--- src/rtl/bank_addr_gen.sv ---
module bank_addr_gen #(
  parameter int BANK_W = 4,
  parameter int OFS_W = 8,
  parameter int SPLIT = 8'h60
) (
  input  logic                      clk,
  input  logic                      rst_n,
  input  logic                      bsel_we,
  input  logic [BANK_W-1:0]         bsel_din,
  input  logic [OFS_W-1:0]          opnd_ofs,
  input  logic                      use_bank,
  input  logic                      long_en,
  input  logic [BANK_W+OFS_W-1:0]   long_addr,
  input  logic                      has_dir,
  input  logic                      dir_bit,
  input  logic                      impl_file,
  output logic [BANK_W+OFS_W-1:0]   eff_addr,
  output logic                      to_file
);
  localparam int ADDR_W = BANK_W + OFS_W;

  logic [BANK_W-1:0] bank_q;
  logic              hi_win;
  logic [BANK_W-1:0] win_top;

  always_ff @(posedge clk or negedge rst_n)
    if (!rst_n)       bank_q <= '0;
    else if (bsel_we) bank_q <= bsel_din;

  assign hi_win  = (opnd_ofs >= OFS_W'(SPLIT));
  assign win_top = hi_win ? {BANK_W{1'b1}} : {BANK_W{1'b0}};

  assign eff_addr = long_en  ? long_addr :
                    use_bank ? {bank_q, opnd_ofs} :
                               {win_top, opnd_ofs};

  assign to_file = has_dir ? dir_bit : impl_file;

  a_r6_bank_load: assert property (@(posedge clk) disable iff (!rst_n)
    bsel_we |=> bank_q == $past(bsel_din));
  a_r7_bank_hold: assert property (@(posedge clk) disable iff (!rst_n)
    !bsel_we |=> $stable(bank_q));
  a_r3_low_window: assert property (@(posedge clk) disable iff (!rst_n)
    (!long_en && !use_bank && opnd_ofs < OFS_W'(SPLIT)) |-> eff_addr[ADDR_W-1:OFS_W] == '0);
  a_r4_high_window: assert property (@(posedge clk) disable iff (!rst_n)
    (!long_en && !use_bank && opnd_ofs >= OFS_W'(SPLIT)) |-> eff_addr[ADDR_W-1:OFS_W] == '1);
  a_r2_offset_kept: assert property (@(posedge clk) disable iff (!rst_n)
    !long_en |-> eff_addr[OFS_W-1:0] == opnd_ofs);
  a_r5_long_pass: assert property (@(posedge clk) disable iff (!rst_n)
    long_en |-> eff_addr == long_addr);
  a_r8_dir_sel: assert property (@(posedge clk) disable iff (!rst_n)
    has_dir |-> to_file == dir_bit);
endmodule

--- config.mk ---
export PLATFORM = sky130hd
export DESIGN_NAME = bank_addr_gen
export DESIGN_NICKNAME = d
export VERILOG_FILES = /design/src/rtl/bank_addr_gen.sv
export SDC_FILE = /design/constraint.sdc
export NUM_CORES = 1
export LEC_CHECK = 0
export BUFFER_PORTS_ARGS = -buffer_cell sky130_fd_sc_hd__buf_2
export CORE_AREA = 4 4 41 43
export DETAILED_ROUTE_END_ITERATION = 8
export DIE_AREA = 0 0 45 47
export PLACE_DENSITY_LB_ADDON = 0.12
export SLEW_MARGIN = 20
export SYNTH_ARGS = -nofsm -noshare
export SYNTH_HDL_FRONTEND = slang
export SYNTH_SLANG_ARGS = --single-unit
--- constraint.sdc ---
create_clock -name clk -period 1.3 [get_ports clk]
set_input_delay 0.39 -clock clk [delete_from_list [all_inputs] [get_ports clk]]
set_output_delay 0.39 -clock clk [all_outputs]
set_load 0.03 [all_outputs]
After elaboration in Yosys (flattened, before gate mapping)
Index checks and enable logic that the tools add are counted.

$add $sub $neg: 0. Multipliers: 0. Div/mod/pow operators: 0. Magnitude comparators: 1. Equality and inequality tests: 0. Shift-type cells: 0. Muxes and demuxes: 4. Bitwise logic cells: 0. Reduce and logical (&&, ||, !) cells: 0.

Operators by type and width (number): two-way mux 12 bit (2); greater-or-equal comparator 8 x 7 -> 1 bit (second input constant) (1); two-way mux 4 bit (1); two-way mux 1 bit (1).

Register bits after elaboration: 4. Latch bits: 0. Bits in writable memories: 0. ROM bits: 0. Input bits: 32. Output and inout port bits: 13. Word-level logic and storage cells: 6. Memories kept: 0.

Depth between registers and ports, before layout
Depth in word-level cells: 4. Gate-level depth with buffers: 3. Mapped depth without buffers: 2.

Worst setup path after synthesis
No wires, ideal clock.

Path kind: input-to-output. From: input long_en. To: output eff_addr[8]. Data arrival time: 1.080 ns. Data required time: 0.910 ns. Setup slack: -0.170 ns. Stages: 3. Path buffers: 1. Cell sequence: buf_6 -> or3b_1 -> o211a_1.

Cells in the longest elaborated chain, start to end: 1.

Ends and longest elaborated chain: from (decl) (RTL line 12) `input logic long_en,`; two-way mux 12 bit (RTL line 33) `assign eff_addr = long_en ? long_addr :`; to (decl) (RTL line 17) `output logic [BANK_W+OFS_W-1:0] eff_addr,`.

Every way passes these cells.

Worst setup path after layout
From: register bank_q[0]. To: output eff_addr[8].

Cells in the longest elaborated chain, start to end: 2.

Ends and longest elaborated chain: from (decl) (RTL line 22) `logic [BANK_W-1:0] bank_q;`; from (signal assigned) (RTL line 28) `else if (bsel_we) bank_q <= bsel_din;`; two-way mux 12 bit (RTL line 34) `use_bank ? {bank_q, opnd_ofs} :`; two-way mux 12 bit (RTL line 33).

Every way passes these cells.

==> flow_summary_export.csv <==
group,metric,value,unit
status,run_status,"finished with violations",
status,violations,"setup timing",
cells_and_area,fraction_of_layout_instances_using_a_drive_strength_above_1,89.9,%
power_and_ir_drop,p_comb_share,52.4,%
detailed_routing,route.detailed.vias_per_inst,4.62,
global_routing,vias_in_the_first_global_route,478,
cells_and_area,largest_register_ff_count,4,
clock_network,clk_root_buffer_cell,"sky130_fd_sc_hd__clkbuf_4",
cells_and_area,regMostFlops,"bank_q",
timing,finalCritPeriodShare,127,%
setup_path,max_stage_delay,0.38,ns
clock_network,tritoncts.num_buffers,3,
floorplanning,io-pin-count,45,
hold_path,worst_hold_startpoint,"bsel_din[1]",
clock_network,clk_transition_reported_paths,0.04,ns
timing,slew_headroom,90.9,%
timing,final_critical_path_setup_slack,-0.352,ns
setup_path,timing.critical_path.required,0.91,ns
global_routing,globalRoute.totalOverflow,0,
detailed_routing,detailroute.via_count,434,
cells_and_area,multi_input_comb_area,260,sq um
setup_path,reg2regPathDepth,2,
floorplanning,die_w,45,microns
timing,fin_hold_ws,0.390,ns
cells_and_area,antenna_cells_inserted,0,
placed_design,io_buffers,44,
timing,final-max-slew-violation-count,0,
logic_synthesis,synthesized_area_fraction_occupied_by_and_or_nand_nor_cells,4.53,%
cells_and_area,area.sequential,100,sq um
logic_synthesis,synthAdderAreaFrac,0,%
global_routing,grt_use_met1,11.5,%
setup_path,critical_path.max_fanout,2,
setup_path,cp_num_buf_inv,1,
detailed_routing,drc,0,
timing,grt_setup_unrepaired,"yes",
power_and_ir_drop,pwr-share-seq,23.1,%
logic_synthesis,syn_inst,26,
cells_and_area,final_nets,113,
global_routing,grtUsageMet3,4.98,%
logic_synthesis,post_synth_mux_area_share,44.2,%
logic_synthesis,netlist_area_before_placement,332,sq um
logic_synthesis,postSynthNetCount,58,
global_routing,initial_antenna_violation_count,0,
detailed_routing,drc_violation_total_after_the_first_tritonroute_iteration,2,
placed_design,routabilityCongestion,0.667,
power_and_ir_drop,p_int,0.000430,W
global_routing,global_route_wire_length_before_repair,1930,microns
power_and_ir_drop,total_power_divided_by_cell_area,769,nW/um^2
detailed_routing,detailedRoute.firstPassIterationCount,4,
logic_synthesis,post_synthesis_share_of_cell_area_spent_on_xor_and_xnor_gates,0,%
cells_and_area,post-route-cell-area,817,sq um
logic_synthesis,fraction_of_the_mapped_netlist_area_in_compound_gates,16.6,%
timing,final_hold_violation_count,0,
setup_path,cp.depth,3,
hold_path,hold_path_class,"in -> reg",
job,maxCapViolCount,0,
logic_synthesis,yosysWarningCount,0,
logic_synthesis,avgSynthCellArea,12.8,sq um
clock_network,tritoncts_num_sinks,4,
global_routing,grt_util_met2,27.7,%
floorplanning,placeableCoreArea,1300,sq um
clock_network,htree_num_levels,1,
setup_path,end_of_the_worst_register_to_register_path,"bank_q[0]",
clock_network,worstSkewPairLatency,0.23,ns
timing,max_freq,605,MHz
global_routing,track_usage,13.0,%
floorplanning,die_y,47,microns
detailed_routing,wl,1290,microns
setup_path,reg2reg_from,"bank_q[0]",
power_and_ir_drop,sw_frac_of_total,31.5,%
power_and_ir_drop,p_leak,0.430,nW
timing,worst_slew_pin_slew,0.137,ns
floorplanning,floorplan.initialDensity,25.5,%
logic_synthesis,synth-seq-cells,4,
logic_synthesis,synth_top_family_by_area,"multiplexers",
detailed_routing,antenna_violating_nets_post_route,0,
setup_path,startpoint_type,"register",
logic_synthesis,yosysUniqueCellTypes,9,
power_and_ir_drop,p_sw,0.000198,W
setup_path,timing.reg2reg.setup_slack,0.43,ns
clock_network,clk_path_buf_depth,2,
global_routing,grt_busiest_layer,"met2",
placed_design,post_dp_cell_area,593,sq um
power_and_ir_drop,power_frac_clock,24.5,%
setup_path,critical-path-slowest-cell,"sky130_fd_sc_hd__or3b_4",
detailed_routing,detailed_route_wire_length_per_cell,13.8,microns
timing,period_minus_slack,1.65,ns
setup_path,data_arrival_time_of_the_worst_path,1.26,ns
setup_path,timing.critical_path.cells,"or3b_4, o211a_4, buf_6",
cells_and_area,layout_common_cells,"sky130_fd_sc_hd__buf_2 (26), sky130_fd_sc_hd__buf_6 (21), sky130_fd_sc_hd__mux2_4 (9)",
floorplanning,die_area,2120,sq um
setup_path,timing_worst_setup_path_type,"reg -> out",
timing,finClkSkew,0,ns
cells_and_area,top_regs,"bank_q (4)",
hold_path,holdPathEnd,"bank_q[1]",
setup_path,worst_setup_path_end_kind,"output pin",
power_and_ir_drop,peakVddDrop,0.626,mV
setup_path,timing.critical_path.max_delay_family,"simple AND/OR/NAND/NOR gates",
clock_network,tritoncts_clock_tree,"yes",
cells_and_area,layout_commonest_cell,"sky130_fd_sc_hd__buf_2",
hold_path,min_path_cells,2,
cells_and_area,fillers,114,
timing,finalSetupViolations,12,
logic_synthesis,synth-seq-area-share,30.2,%
global_routing,grt_start_max_net_pins,8,
floorplanning,floorplan.rows,13,
cells_and_area,flow.area_growth_from_synthesis,146,%
power groups by stage:
stage	Clock (W)	Sequential (W)	Combinational (W)
3_3_place_gp	0	0.000146	0.000232
3_5_place_dp	0	0.000147	0.000234
4_1_cts	0.000159	0.000145	0.000317
5_1_grt	0.000171	0.000146	0.000348
2_1_floorplan	0	0.000143	0.000146
6_report	0.000154	0.000145	0.000329
cell type report:
| cell class | instances | area share [%] |
|---|---|---|
| multi-input combinational | 20 | 31.9 |
| timing repair buffer | 51 | 50.4 |
| clock buffer | 3 | 2.76 |
| sequential | 4 | 12.3 |
| inverter | 1 | 0.459 |
| tap | 15 | 2.30 |
synth_stat cells, drive strengths merged:
cell type	number	area (sq um)
or3b	1	8.76
o211a	1	10.0
nand2b	1	6.26
buf	1	11.3
inv	1	3.75
o221a	3	33.8
a2111o	1	11.3
dfrtp	4	100
mux2	13	146
cells by family (layout without fill, tap and decap cells):
kind of cell | after synthesis | in the layout
buf+inv | 2 | 55
mux | 13 | 13
compound gates | 5 | 5
flops | 4 | 4
simple gates | 2 | 2
timing repair:
item,4_1_cts,5_1_grt
buffers inserted,1,4
setup endpoints to repair,13,13
pin swaps,3,1
hold buffers,1,0
resized for setup,44,5
hold endpoints to repair,4,0
worst reg2reg max path: stages, from the launching register on:
cell and delay, ns:
sky130_fd_sc_hd__dfrtp_1 0.37, sky130_fd_sc_hd__buf_4 0.13, sky130_fd_sc_hd__mux2_2 0.24
how the worst max path moves through the flow:
stage	end	slack [ns]	from
6_report	eff_addr[8]	-0.35	bank_q[0]
5_1_grt	eff_addr[8]	-0.40	bank_q[0]
4_1_cts	eff_addr[8]	-0.35	bank_q[0]
3_5_place_dp	eff_addr[8]	-0.38	opnd_ofs[5]
3_3_place_gp	eff_addr[8]	-0.38	opnd_ofs[5]
2_1_floorplan	eff_addr[10]	-0.13	opnd_ofs[5]
per-layer routing:
layer  wire length (microns)  part of all wire [%]
met1                     402                    31
met2                     727                    56
met3                     163                    13
met4                       0                     0
met5                       0                     0
metrics by stage:
stage | setup slack (ns) | cells | setup TNS (ns) | total power, W | util, %
2_1_floorplan | -0.135 | 26 | -0.583 | 0.000289 | -
3_3_place_gp | -0.375 | 87 | -3.64 | 0.000378 | 45.6
3_5_place_dp | -0.380 | 87 | -3.62 | 0.000381 | 45.6
4_1_cts | -0.349 | 92 | -2.68 | 0.000621 | 60.6
5_1_grt | -0.400 | 94 | -3.28 | 0.000665 | 62.8
6_report | -0.352 | 94 | -2.99 | 0.000628 | 62.8
(Power assumes the default switching activity.)
